`config.mk`:
```
export PLATFORM = sky130hd
export DESIGN_NAME = smb_alert_unit
export DESIGN_NICKNAME = d
export VERILOG_FILES = /design/src/rtl/smb_alert_pkg.sv /design/src/rtl/smb_alert_rearm.sv /design/src/rtl/smb_alert_latch.sv /design/src/rtl/smb_alert_responder.sv /design/src/rtl/smb_alert_unit.sv
export SDC_FILE = /design/constraint.sdc
export NUM_CORES = 1
export LEC_CHECK = 0
export BUFFER_PORTS_ARGS = -buffer_cell sky130_fd_sc_hd__buf_2
export CAP_MARGIN = 20
export CORE_MARGIN = 2
export CORE_UTILIZATION = 40
export CTS_BUF_LIST = sky130_fd_sc_hd__clkbuf_16
export DETAILED_ROUTE_END_ITERATION = 12
export GPL_TIMING_DRIVEN = 0
export SLEW_MARGIN = 20
export SYNTH_ARGS = -nofsm -noshare
export SYNTH_HDL_FRONTEND = slang
export SYNTH_HIERARCHICAL = 1
export SYNTH_SLANG_ARGS = --single-unit
export TNS_END_PERCENT = 50
```
`constraint.sdc`:
```
create_clock -name clk -period 3.2 [get_ports clk]
set_clock_uncertainty 0.15 [all_clocks]
set_input_delay 0.48 -clock clk [delete_from_list [all_inputs] [get_ports clk]]
set_output_delay 0.48 -clock clk [all_outputs]
set_load 0.1 [all_outputs]
```
`src/rtl/smb_alert_pkg.sv`:
```
package smb_alert_pkg;
  typedef enum logic [1:0] {
    RSP_IDLE  = 2'd0,
    RSP_ACK   = 2'd1,
    RSP_SHIFT = 2'd2
  } rsp_state_e;
endpackage

```
`src/rtl/smb_alert_rearm.sv`:
```
module smb_alert_rearm #(
  parameter int NFLT = 8
) (
  input  logic            clk,
  input  logic            rst_n,
  input  logic [NFLT-1:0] fault_i,
  input  logic [NFLT-1:0] en_i,
  output logic            rise_any_o
);
  logic [NFLT-1:0] masked;
  logic [NFLT-1:0] prev_q;
  logic [NFLT-1:0] rise;

  for (genvar g = 0; g < NFLT; g++) begin : g_bit
    assign masked[g] = fault_i[g] & en_i[g];
    assign rise[g]   = masked[g] & ~prev_q[g];

    always_ff @(posedge clk or negedge rst_n) begin
      if (!rst_n) prev_q[g] <= 1'b0;
      else        prev_q[g] <= masked[g];
    end
  end

  assign rise_any_o = |rise;

  // a bit with its enable low can never be the cause of a rise
  a_r3_masked_quiet: assert property (@(posedge clk) disable iff (!rst_n)
    ((fault_i & en_i) == '0) |-> !rise_any_o);
endmodule

```
`src/rtl/smb_alert_latch.sv`:
```
module smb_alert_latch (
  input  logic clk,
  input  logic rst_n,
  input  logic rise_any_i,
  input  logic dev_hit_i,
  input  logic resp_done_i,
  output logic alert_q_o
);
  logic alert_q, alert_d, release_evt;

  assign release_evt = dev_hit_i | resp_done_i;

  always_comb begin
    alert_d = alert_q;
    if (rise_any_i)       alert_d = 1'b1;
    else if (release_evt) alert_d = 1'b0;
  end

  always_ff @(posedge clk or negedge rst_n) begin
    if (!rst_n) alert_q <= 1'b0;
    else        alert_q <= alert_d;
  end

  assign alert_q_o = alert_q;

  a_r2_rise_sets: assert property (@(posedge clk) disable iff (!rst_n)
    rise_any_i |=> alert_q);
  a_r11_dev_release: assert property (@(posedge clk) disable iff (!rst_n)
    (dev_hit_i && !rise_any_i) |=> !alert_q);
  a_r9_resp_release: assert property (@(posedge clk) disable iff (!rst_n)
    (resp_done_i && !rise_any_i) |=> !alert_q);
  a_r12_set_wins: assert property (@(posedge clk) disable iff (!rst_n)
    (release_evt && rise_any_i) |=> alert_q);
endmodule

```
`src/rtl/smb_alert_responder.sv`:
```
module smb_alert_responder
  import smb_alert_pkg::*;
#(
  parameter int ADDR_W = 7
) (
  input  logic              clk,
  input  logic              rst_n,
  input  logic              alert_active_i,
  input  logic              ara_hit_i,
  input  logic              bit_load_i,
  input  logic              bit_sample_i,
  input  logic              sda_i,
  input  logic [ADDR_W-1:0] dev_addr_i,
  output logic              ack_req_o,
  output logic              sda_low_o,
  output logic              done_o
);
  localparam int BYTE_W = ADDR_W + 1;
  localparam int CNT_W  = $clog2(BYTE_W);
  localparam logic [CNT_W-1:0] LAST = CNT_W'(BYTE_W - 1);

  rsp_state_e        state_q, state_d;
  logic [BYTE_W-1:0] shreg_q, shreg_d;
  logic [CNT_W-1:0]  cnt_q, cnt_d;
  logic              lost;

  assign lost = shreg_q[BYTE_W-1] & ~sda_i;

  always_comb begin
    state_d = state_q;
    shreg_d = shreg_q;
    cnt_d   = cnt_q;
    done_o  = 1'b0;
    case (state_q)
      RSP_IDLE: if (ara_hit_i && alert_active_i) state_d = RSP_ACK;
      RSP_ACK: if (bit_load_i) begin
        state_d = RSP_SHIFT;
        shreg_d = {dev_addr_i, 1'b1};
        cnt_d   = '0;
      end
      RSP_SHIFT: begin
        if (bit_sample_i) begin
          if (lost) begin
            state_d = RSP_IDLE;
          end else if (cnt_q == LAST) begin
            state_d = RSP_IDLE;
            done_o  = 1'b1;
          end else begin
            cnt_d = cnt_q + 1'b1;
          end
        end else if (bit_load_i) begin
          shreg_d = {shreg_q[BYTE_W-2:0], 1'b0};
        end
      end
      default: state_d = RSP_IDLE;
    endcase
  end

  always_ff @(posedge clk or negedge rst_n) begin
    if (!rst_n) begin
      state_q <= RSP_IDLE;
      shreg_q <= '0;
      cnt_q   <= '0;
    end else begin
      state_q <= state_d;
      shreg_q <= shreg_d;
      cnt_q   <= cnt_d;
    end
  end

  assign ack_req_o = (state_q == RSP_ACK);
  assign sda_low_o = (state_q == RSP_SHIFT) & ~shreg_q[BYTE_W-1];

  a_r7_ara_ignored: assert property (@(posedge clk) disable iff (!rst_n)
    (state_q == RSP_IDLE && ara_hit_i && !alert_active_i) |=> !ack_req_o);
  a_r8_bit_hold: assert property (@(posedge clk) disable iff (!rst_n)
    (state_q == RSP_SHIFT && !bit_load_i && !bit_sample_i) |=> $stable(sda_low_o));
  a_r10_lost_release: assert property (@(posedge clk) disable iff (!rst_n)
    (state_q == RSP_SHIFT && bit_sample_i && lost) |=> (!sda_low_o && !ack_req_o));
  a_r6_ack_one_hot: assert property (@(posedge clk) disable iff (!rst_n)
    $onehot0({ack_req_o, sda_low_o}));
endmodule

```
`src/rtl/smb_alert_unit.sv`:
```
module smb_alert_unit #(
  parameter int NFLT   = 8,
  parameter int ADDR_W = 7
) (
  input  logic              clk,
  input  logic              rst_n,
  input  logic [NFLT-1:0]   fault_i,
  input  logic [NFLT-1:0]   alert_en_i,
  input  logic [ADDR_W-1:0] dev_addr_i,
  input  logic              ara_hit_i,
  input  logic              dev_hit_i,
  input  logic              bit_load_i,
  input  logic              bit_sample_i,
  input  logic              sda_i,
  output logic              alert_n_o,
  output logic              ack_req_o,
  output logic              sda_low_o
);
  logic [1:0] rst_sync_q;
  logic       rst_core_n;
  logic       rise_any, resp_done, alert_q;

  always_ff @(posedge clk or negedge rst_n) begin
    if (!rst_n) rst_sync_q <= 2'b00;
    else        rst_sync_q <= {rst_sync_q[0], 1'b1};
  end
  assign rst_core_n = rst_sync_q[1];

  smb_alert_rearm #(.NFLT(NFLT)) u_rearm (
    .clk       (clk),
    .rst_n     (rst_core_n),
    .fault_i   (fault_i),
    .en_i      (alert_en_i),
    .rise_any_o(rise_any)
  );

  smb_alert_latch u_latch (
    .clk        (clk),
    .rst_n      (rst_core_n),
    .rise_any_i (rise_any),
    .dev_hit_i  (dev_hit_i),
    .resp_done_i(resp_done),
    .alert_q_o  (alert_q)
  );

  smb_alert_responder #(.ADDR_W(ADDR_W)) u_resp (
    .clk           (clk),
    .rst_n         (rst_core_n),
    .alert_active_i(alert_q),
    .ara_hit_i     (ara_hit_i),
    .bit_load_i    (bit_load_i),
    .bit_sample_i  (bit_sample_i),
    .sda_i         (sda_i),
    .dev_addr_i    (dev_addr_i),
    .ack_req_o     (ack_req_o),
    .sda_low_o     (sda_low_o),
    .done_o        (resp_done)
  );

  assign alert_n_o = ~alert_q;

  a_r1_reset_idle: assert property (@(posedge clk)
    !rst_core_n |-> (alert_n_o && !ack_req_o && !sda_low_o));
endmodule

```
Word level (Yosys, flattened, before mapping)
Index checks and enable logic that the tools add are counted.
{"block": "classes", "n_addsub": 1, "n_eq_ne": 11, "muxes": 21, "bitwise": 30, "n_reduce_logical": 8}
{"operator": "$mux 8", "n": 3}
{"operator": "$and 1x1->1", "n": 18}
{"operator": "$pmux 8 s2", "n": 1}
{"operator": "$mux 3", "n": 4}
{"operator": "$ne 2x2->1 const B", "n": 6}
{"operator": "$not 1->1", "n": 11}
{"operator": "$mux 2", "n": 5}
{"operator": "$reduce_and 4->1", "n": 2}
{"operator": "$reduce_or 8->1", "n": 1}
{"operator": "$mux 1", "n": 6}
{"operator": "$pmux 2 s3", "n": 1}
{"operator": "$pmux 3 s2", "n": 1}
{"operator": "$reduce_and 5->1", "n": 1}
{"operator": "$reduce_bool 2->1", "n": 2}
{"operator": "$add 3x1->3 const B", "n": 1}
{"operator": "$eq 3x3->1 const B", "n": 1}
{"operator": "$ne 3x1->1 const B", "n": 1}
{"operator": "$eq 2x1->1 const B", "n": 1}
{"operator": "$eq 2x2->1 const B", "n": 1}
{"operator": "$logic_not 2->1", "n": 1}
{"operator": "$ne 2x1->1 const B", "n": 1}
{"operator": "$logic_and 1x1->1", "n": 1}
{"operator": "$or 1x1->1", "n": 1}
{"block": "word_totals", "reg_bits": 24, "in_bits": 30, "output_inout_bits": 3, "wordCells": 84}

Logic depth before layout (Yosys ltp)
Gate-level depths: netlist (run 1).
{"block": "logic_depth", "word_depth": 8, "mapped_depth": 6, "ltp_nobuf": 6}

Cells and area by module
Netlist (run 1), hierarchy kept.
{"module": "smb_alert_responder", "instances": 1, "cells_each": 67, "area_per_inst_um2": 818.3, "seq_area_each_um2": 325.3}
{"module": "smb_alert_rearm", "instances": 1, "cells_each": 29, "area_per_inst_um2": 295.3, "seq_area_each_um2": 200.2}
{"module": "smb_alert_unit", "instances": 1, "cells_each": 4, "area_per_inst_um2": 57.6, "seq_area_each_um2": 50.0}
{"module": "smb_alert_latch", "instances": 1, "cells_each": 3, "area_per_inst_um2": 36.3, "seq_area_each_um2": 25.0}

Worst setup path before layout (run 1)
Ideal clock, no wire load.
{"block": "synth_timing", "path_type": "register to output", "start": "reg u_resp.state_q[0]", "end": "out sda_low_o", "arrival_ps": 1993, "t_required_ps": 2570, "slack_ps": 577, "path_stages_with_launch": 4, "path_buffers": 1, "cell_sequence": "dfrtp_1 > buf_4 > nand2b_1 > nor2_1"}
{"block": "synth_between", "elab_chain_len": 2}
{"element": "from (decl)", "line": "smb_alert_responder.sv:22", "rtl": "rsp_state_e state_q, state_d;"}
{"element": "from (signal assigned)", "line": "smb_alert_responder.sv:65", "rtl": "state_q <= state_d;"}
{"element": "$eq 2x2->1", "line": "smb_alert_responder.sv:72", "rtl": "assign sda_low_o = (state_q == RSP_SHIFT) & ~shreg_q[BYTE_W-1];"}
{"element": "$and 1x1->1", "line": "smb_alert_responder.sv:72"}
{"element": "to (decl)", "line": "smb_alert_unit.sv:17", "rtl": "output logic sda_low_o"}
No other way between the ends.

Worst setup path after layout (run 1)
Same ends and word-level chain as after synthesis.

==> PnR_summary.wiki, run 1 <==
{| class="wikitable"
! Metric !! Value
|-
| Number of cells traversed by the worst register-to-register path || 5
|-
| EDFF count, synth || 0
|-
| Die W || 58.9 µm
|-
| Status || completed
|-
| Average wire length per cell after detail routing || 13.0 µm
|-
| Count of synthesis-stage warnings from yosys || 6
|-
| XOR/XNOR Fraction of Synth Area || 0%
|-
| Antenna Violating Nets Remaining || 0
|-
| Basic-gate share of the synthesized area counting and, or, nand and nor cells || 16.3%
|-
| Wire length on met2 || 1010 µm
|-
| Sequential share of the synthesized area || 49.7%
|-
| Half-perimeter wire length after placement || 1690 µm
|-
| Critical path launch point || u_resp/state_q[0]
|-
| P per Cell Area || 832 nW/µm²
|-
| Post-layout minimum cycle time || 2200 ps
|-
| Global router's overall resource usage || 15.5%
|-
| CTS tree || done
|-
| Mux cell area share after synthesis || 16.2%
|-
| Post-synth top area share || 49.7%
|-
| Reg power frac || 38.1%
|-
| Row count || 19
|-
| Number of vias per cell || 5.05
|-
| Worst-Margin Slew || 890 ps
|-
| Pins Over Slew Limit || 0
|-
| Classification of the worst-slack hold path || reg -> reg
|-
| CP startpoint kind || flop
|-
| Mapped Nets || 135
|-
| # hold bufs at CTS || 1
|-
| Crit path largest cell delay || 430 ps
|-
| Cell-by-cell trace of the critical path || buf_4 -> nand2b_1 -> nor2_1 -> buf_2
|-
| Rel. slew slack || 40.6%
|-
| Maximum number of buffers from clock root to sink || 2
|-
| Number of design-rule violations left by the first detailed-router iteration || 18
|-
| Total wirelength of the detailed-routed design || 2200 µm
|-
| Deepest level of the CTS H-tree || 1
|-
| Mapped Avg Cell Area || 11.7 µm²
|-
| Worst hold endpoint || rst_sync_q[1]
|-
| Dominant cells by area after synthesis || sky130_fd_sc_hd__dfrtp_1 50%, sky130_fd_sc_hd__mux2_4 8.7%, sky130_fd_sc_hd__mux2_2 5.6%
|-
| Final hold violations || 0
|-
| Die Ht || 58.9 µm
|-
| Layout cell share with drive strength beyond 1 || 42.8%
|-
| Sum Neg Setup Slack || 0 ps
|-
| Worst path required time || 2570 ps
|-
| Net switching power figure || 0.000413 W
|-
| Clock root buffer || sky130_fd_sc_hd__clkbuf_16
|-
| Power Internal || 0.000824 W
|-
| Combinational family with the most area after synthesis || simple AND/OR/NAND/NOR gates
|-
| Number of library cell types mapped by synthesis || 34
|-
| Floorplan Core Area || 2810 µm²
|-
| Worst reg2reg path endpoint || u_resp/cnt_q[1]
|-
| Overflow left after global routing || 0
|-
| Portion of total power attributed to combinational logic || 40.9%
|-
| Synth Cell Area || 1210 µm²
|-
| Unrepaired setup endpoints after global routing || no
|-
| Post-CTS repair timing setup buffer count || 0
|-
| Largest net degree at the start of global routing || 23
|-
| PostCTS Resize Cnt || 0
|-
| Post-route met1 wirelength || 1020 µm
|-
| Relative area change from synthesis to final layout || 23.1%
|-
| Via Count || 853
|-
| Element type at the critical path end || primary output
|-
| Register-to-register setup slack || 1320 ps
|-
| R2r startpoint || u_resp/cnt_q[0]
|-
| Clock insertion delay at the later pin of the skew report || 250 ps
|-
| Critical-path maximum fanout || 10
|-
| Upper clock frequency limit || 454 MHz
|-
| Commonest register cell after synthesis || sky130_fd_sc_hd__dfrtp_1
|-
| Number of CTS-inserted buffers || 3
|-
| Hold Crit Depth || 0
|-
| Count of unresolved DRC violations after routing || 0
|-
| Arrival time of data at the critical path endpoint || 1570 ps
|-
| Layout fillers || 262
|-
| Complex-gate fraction of the synthesized area || 9.12%
|-
| Number of search-and-repair iterations in the first detailed-routing pass || 4
|-
| Count of clock tree sinks || 24
|-
| LEAKAGE || 0.769 nW
|-
| Amount of wire on met3 after detailed routing || 111 µm
|-
| Initial antenna violation count || 0
|-
| Cell class contributing the biggest share of worst-path delay || buffers and inverters
|-
| Synthesized-area fraction occupied by adder cells || 2.07%
|-
| Number of failing setup endpoints in the final timing report || 0
|-
| Number of maximum-capacitance violations || 0
|-
| CTS clock-pin slew for the worst setup and hold paths || 60 ps
|-
| Fraction of power spent switching nets || 33.4%
|-
| Peak supply drop || 342 µV
|-
| Slowest library cell on the worst path || sky130_fd_sc_hd__buf_2
|-
| Effective utilization at floorplan || 43.0%
|-
| Async set-reset flop share out of synthesis || 100%
|-
| Final-stage net count || 172
|-
| DIE AREA || 3470 µm²
|-
| Worst path bufs/invs || 2
|-
| Total inserted antenna cells || 0
|-
| Synthesized flop and latch total || 24
|-
| Most area-hungry cell type in the Yosys netlist || sky130_fd_sc_hd__dfrtp_1
|-
| Top sig layer || met4
|-
| PnR Total Power || 0.00124 W
|-
| Number of global-route vias before repair || 887
|-
| First-pass GRT wire length || 3930 µm
|-
| Period utilization || 68.8%
|-
| Hold_sp || rst_sync_q[0]
|-
| Number of I/O port buffers || 31
|-
| Mapped Cells || 103
|-
| Global placer's final weighted congestion || 0.713
|-
| Clock network fraction of design power || 21.0%
|-
| Number of top-level design ports || 33
|-
| Startpoint-to-endpoint class of the critical path || reg -> out
|}
[worst max path at each step]
stage	endpoint	slack (ps)	depth (start not counted)
floorplan	sda_low_o	580	3
global placement	sda_low_o	1280	4
detailed placement	sda_low_o	1260	4
CTS	sda_low_o	990	4
global route	sda_low_o	930	4
finish	sda_low_o	1000	4
[area by class of cell]
| cell class | count | area (µm²) | area share [%] |
|---|---|---|---|
| plain buffers | 4 | 35.0 | 2.36 |
| flip-flops and latches | 24 | 601 | 40.4 |
| repair buffers | 32 | 165 | 11.1 |
| clock buffers | 3 | 75.1 | 5.05 |
| inverters | 11 | 41.3 | 2.78 |
| multi-input cells | 64 | 531 | 35.7 |
| well taps | 31 | 38.8 | 2.61 |
[registers in the layout (all words and copies together) (netlist names)]
register           cells
u_resp/cnt_q           3
u_latch/alert_q_o      1
rst_sync_q             2
u_rearm/prev_q         8
u_resp/state_q         2
u_resp/shreg_q         8
[synth_stat cells (2+ instances only)]
cell type and n:
sky130_fd_sc_hd__dfrtp_1 24, sky130_fd_sc_hd__inv_1 11, sky130_fd_sc_hd__nand2_1 9, sky130_fd_sc_hd__mux2_4 7, sky130_fd_sc_hd__mux2_2 6, sky130_fd_sc_hd__nor2_1 6
sky130_fd_sc_hd__o22ai_1 4, sky130_fd_sc_hd__a221o_1 2, sky130_fd_sc_hd__and4_2 2, sky130_fd_sc_hd__buf_6 2, sky130_fd_sc_hd__ha_1 2, sky130_fd_sc_hd__mux2_1 2
sky130_fd_sc_hd__nand2b_1 2, sky130_fd_sc_hd__nand3_1 2, sky130_fd_sc_hd__nor2b_4 2, sky130_fd_sc_hd__o21ai_0 2
[kinds of logic after synthesis]
| kind of cell | count (synthesis) |
|---|---|
| buf+inv | 15 |
| flops | 24 |
| simple gates | 31 |
| other cells | 1 |
| mux | 15 |
| compound gates | 15 |
| fa+ha+maj | 2 |
[placed cells by master, fill, tap and decap left out, types with 2 or more instances in the layout]
cell / n
sky130_fd_sc_hd__nor2b_4: 2
sky130_fd_sc_hd__ha_1: 2
sky130_fd_sc_hd__buf_6: 2
sky130_fd_sc_hd__and4_2: 2
sky130_fd_sc_hd__o21ai_0: 2
sky130_fd_sc_hd__nand3_1: 2
sky130_fd_sc_hd__mux2_1: 2
sky130_fd_sc_hd__buf_2: 32
sky130_fd_sc_hd__nand2_1: 9
sky130_fd_sc_hd__a221o_1: 2
sky130_fd_sc_hd__nor2_1: 6
sky130_fd_sc_hd__mux2_2: 6
sky130_fd_sc_hd__mux2_4: 7
sky130_fd_sc_hd__clkbuf_16: 3
sky130_fd_sc_hd__nand2b_1: 2
sky130_fd_sc_hd__o22ai_1: 4
sky130_fd_sc_hd__inv_1: 11
sky130_fd_sc_hd__dfrtp_1: 24
[per-layer routing]
| layer | GRT usage, % | vias up |
|---|---|---|
| met5 | 0 | - |
| met2 | 23.7 | 22 |
| met3 | 4.18 | 6 |
| li1 | - | 422 |
| met4 | 8.77 | 0 |
| met1 | 19.7 | 403 |
[through the flow]
stage	cells	utilization, %	hold WS [ps]	cell area, µm²	worst slack (ps)
final	169	53.0	201	1490	997
after detailed placement	165	50.0	118	1400	1260
after global routing	169	53.0	228	1490	935
after CTS	169	53.0	204	1490	988
after global placement	165	50.0	115	1400	1280
after floorplan	103	-	34.4	1210	577
[power by group through the flow]
stage               Sequential, W  Clock, W  Combinational, W
global placement         0.000470         0          0.000487
finish                   0.000471  0.000260          0.000505
floorplan                0.000452         0          0.000430
CTS                      0.000472  0.000270          0.000509
detailed placement       0.000476         0          0.000508
global route             0.000487  0.000283          0.000548
Note: power is estimated with default switching activity, not from simulation.
==> run 2: changes to the inputs <==
clock period = 2.3 ns   (was 3.2 ns; I/O delays follow)
==> run 2 against run 1 <==
Net effect:
- critical path type unchanged
- via count increased by 0.35%
- first-iteration DRC count decreased by 28%
- cell count increased by 0.59%
- critical path depth unchanged
- setup slack got worse by 780 ps
- global-route usage decreased by 0.81 points
- non-clock buffer count unchanged
- register-to-register slack got worse by 890 ps
- largest power group unchanged
- clock power increased by 89%
==> PnR_summary.wiki, run 2 (synthesis results as in run 1) <==
{| class="wikitable"
! Metric !! Value
|-
| Layout cell share with drive strength beyond 1 || 43.9% (+1.1 points)
|-
| Slowest library cell on the worst path || sky130_fd_sc_hd__buf_2
|-
| Clock network fraction of design power || 26.4% (+5.4 points)
|-
| LEAKAGE || 0.783 nW (+1.8%)
|-
| Overflow left after global routing || 0 (unchanged)
|-
| Status || completed
|-
| Final-stage net count || 172 (unchanged)
|-
| Deepest level of the CTS H-tree || 1 (unchanged)
|-
| Amount of wire on met3 after detailed routing || 93 µm (-16%)
|-
| Number of failing setup endpoints in the final timing report || 0 (unchanged)
|-
| Antenna Violating Nets Remaining || 0 (unchanged)
|-
| Number of global-route vias before repair || 882 (-0.56%)
|-
| CP startpoint kind || flop
|-
| Relative area change from synthesis to final layout || 25.8%
|-
| Number of CTS-inserted buffers || 3 (unchanged)
|-
| Total inserted antenna cells || 0 (unchanged)
|-
| Clock root buffer || sky130_fd_sc_hd__clkbuf_16
|-
| Worst-Margin Slew || 880 ps (-10.3 ps)
|-
| Most frequent cells in the layout || 32 x sky130_fd_sc_hd__buf_2, 24 x sky130_fd_sc_hd__dfrtp_1, 11 x sky130_fd_sc_hd__inv_1, 9 x sky130_fd_sc_hd__nand2_1, 7 x sky130_fd_sc_hd__mux2_4
|-
| Global router's overall resource usage || 14.7% (-0.81 points)
|-
| Wire length on met2 || 1070 µm (+5.6%)
|-
| Rel. slew slack || 41.3% (+0.69 points)
|-
| Floorplan Core Area || 2810 µm² (unchanged)
|-
| PnR Total Power || 0.00186 W (+50%)
|-
| Number of top-level design ports || 33 (unchanged)
|-
| Post-layout minimum cycle time || 2080 ps
|-
| CTS clock-pin slew for the worst setup and hold paths || 60 ps (about the same)
|-
| Upper clock frequency limit || 481 MHz
|-
| Most common cell after layout, fill and taps aside || sky130_fd_sc_hd__buf_2
|-
| Power Internal || 0.00126 W (+54%)
|-
| Clock insertion delay at the later pin of the skew report || 260 ps (about the same)
|-
| Count of unresolved DRC violations after routing || 0 (unchanged)
|-
| Worst Hold Slack || 142 ps (-58.3 ps)
|-
| Number of maximum-capacitance violations || 0 (unchanged)
|-
| Maximum number of buffers from clock root to sink || 2 (unchanged)
|-
| Arrival time of data at the critical path endpoint || 1580 ps (about the same)
|-
| Die Ht || 58.9 µm (unchanged)
|-
| Number of design-rule violations left by the first detailed-router iteration || 13 (-5)
|-
| Reg power frac || 35.3% (-2.8 points)
|-
| Cell class contributing the biggest share of worst-path delay || buffers and inverters
|-
| Pins Over Slew Limit || 0 (unchanged)
|-
| Total wirelength of the detailed-routed design || 2210 µm (+0.41%)
|-
| First-pass GRT wire length || 3830 µm (-2.5%)
|-
| Peak supply drop || 568 µV (+66%)
|-
| Crit path largest cell delay || 420 ps (about the same)
|-
| Dpl ws || 464 ps (-801 ps)
|-
| Worst path required time || 1800 ps (-770 ps)
|-
| Largest net degree at the start of global routing || 23 (unchanged)
|-
| Critical-path maximum fanout || 10 (unchanged)
|-
| Period utilization || 90.4%
|-
| Final hold violations || 0 (unchanged)
|-
| CTS tree || done
|-
| Cell-by-cell trace of the critical path || buf_4 -> nand2b_1 -> nor2_2 -> buf_2
|-
| Effective utilization at floorplan || 43.0% (unchanged)
|-
| Registers with the most flip-flops || u_rearm/prev_q: 8 flops, u_resp/shreg_q: 8 flops, u_resp/cnt_q: 3 flops
|-
| Unrepaired setup endpoints after global routing || no
|-
| Global placer's final weighted congestion || 0.740 (+3.8%)
|-
| Sum Neg Setup Slack || 0 ps (unchanged)
|-
| Net switching power figure || 0.000590 W (+43%)
|-
| Initial antenna violation count || 0 (unchanged)
|-
| Number of vias per cell || 5.04 (-0.24%)
|-
| Via Count || 856 (+0.35%)
|-
| Startpoint-to-endpoint class of the critical path || reg -> out
|-
| Count of clock tree sinks || 24 (unchanged)
|-
| Element type at the critical path end || primary output
|-
| Row count || 19 (unchanged)
|-
| Average wire length per cell after detail routing || 13.0 µm (-0.18%)
|-
| Worst path bufs/invs || 2 (unchanged)
|-
| Portion of total power attributed to combinational logic || 38.3% (-2.6 points)
|-
| DIE AREA || 3470 µm² (unchanged)
|-
| Half-perimeter wire length after placement || 1630 µm (-3.6%)
|-
| Post-route met1 wirelength || 1020 µm (+0.29%)
|-
| Fraction of power spent switching nets || 31.8% (-1.6 points)
|-
| Number of search-and-repair iterations in the first detailed-routing pass || 3 (-1)
|-
| Die W || 58.9 µm (unchanged)
|-
| Number of I/O port buffers || 31 (unchanged)
|-
| Final worst slack || 220 ps (-777 ps)
|-
| Classification of the worst-slack hold path || in -> reg
|-
| Top sig layer || met4
|-
| P per Cell Area || 1220 nW/µm² (+47%)
|-
| Share of the core filled with cells || 54.1% (+1.2 points)
|}
## run 2: worst reg2reg max path: cells and delay by family, from the launching register on
| kind | cells | cell delay (ps) |
|---|---|---|
| compound gates | 2 | 480 |
| fa+ha+maj | 2 | 480 |
| flops | 1 | 400 |
| simple gates | 1 | 240 |
## run 2: repair_timing
| action | 4_1_cts | 5_1_grt |
|---|---|---|
| endpoints found under the hold margin | 2 | 0 |
| setup buffers | 0 | 0 |
| hold buffers | 1 | 0 |
| gates resized for setup | 0 | 0 |
## run 2: path summary, 6_finish.rpt
path | slack (ps) | startpoint | cells past startpoint | end
worst max-delay path | 220 | u_resp/state_q[0] | 4 | sda_low_o
worst min-delay path | 140 | alert_en_i[7] | 3 | u_rearm/prev_q[7]
worst max register to register | 430 | u_resp/cnt_q[0] | 5 | u_resp/cnt_q[2]
worst min register to register | 200 | rst_sync_q[0] | 0 | rst_sync_q[1]
max in group asynchronous | 1240 | rst_sync_q[1] | 0 | u_resp/shreg_q[7]
min in group asynchronous | 210 | rst_sync_q[1] | 0 | u_resp/state_q[0]
## run 2: power groups by stage
stage,Clock [W],Combinational (W),Sequential [W]
floorplan,0,0.000601,0.000631
global placement,0,0.000682,0.000655
detailed placement,0,0.000709,0.000659
CTS,0.000505,0.000717,0.000656
global route,0.000520,0.000771,0.000675
finish,0.000491,0.000710,0.000655
## run 2: per-stage QoR
step	area [µm²]	std cells
2_1_floorplan	1210	103
3_3_place_gp	1400	165
3_5_place_dp	1400	165
4_1_cts	1520	170
5_1_grt	1520	170
6_report	1520	170
## run 2: cell type report
| cell class | instances | area (µm²) |
|---|---|---|
| plain buffers | 4 | 35.0 |
| clock buffers | 3 | 75.1 |
| clock inverters | 1 | 30.0 |
| fillers | 257 | 1290 |
| inverters | 11 | 41.3 |
| multi-input cells | 64 | 533 |
| flip-flops and latches | 24 | 601 |
| well taps | 31 | 38.8 |
| repair buffers | 32 | 165 |
## run 2: routing by layer
metal,vias up,track usage [%]
li1,427,-
met1,406,17.3
met2,19,25.7
met3,4,4.62
met4,0,3.90
met5,-,0
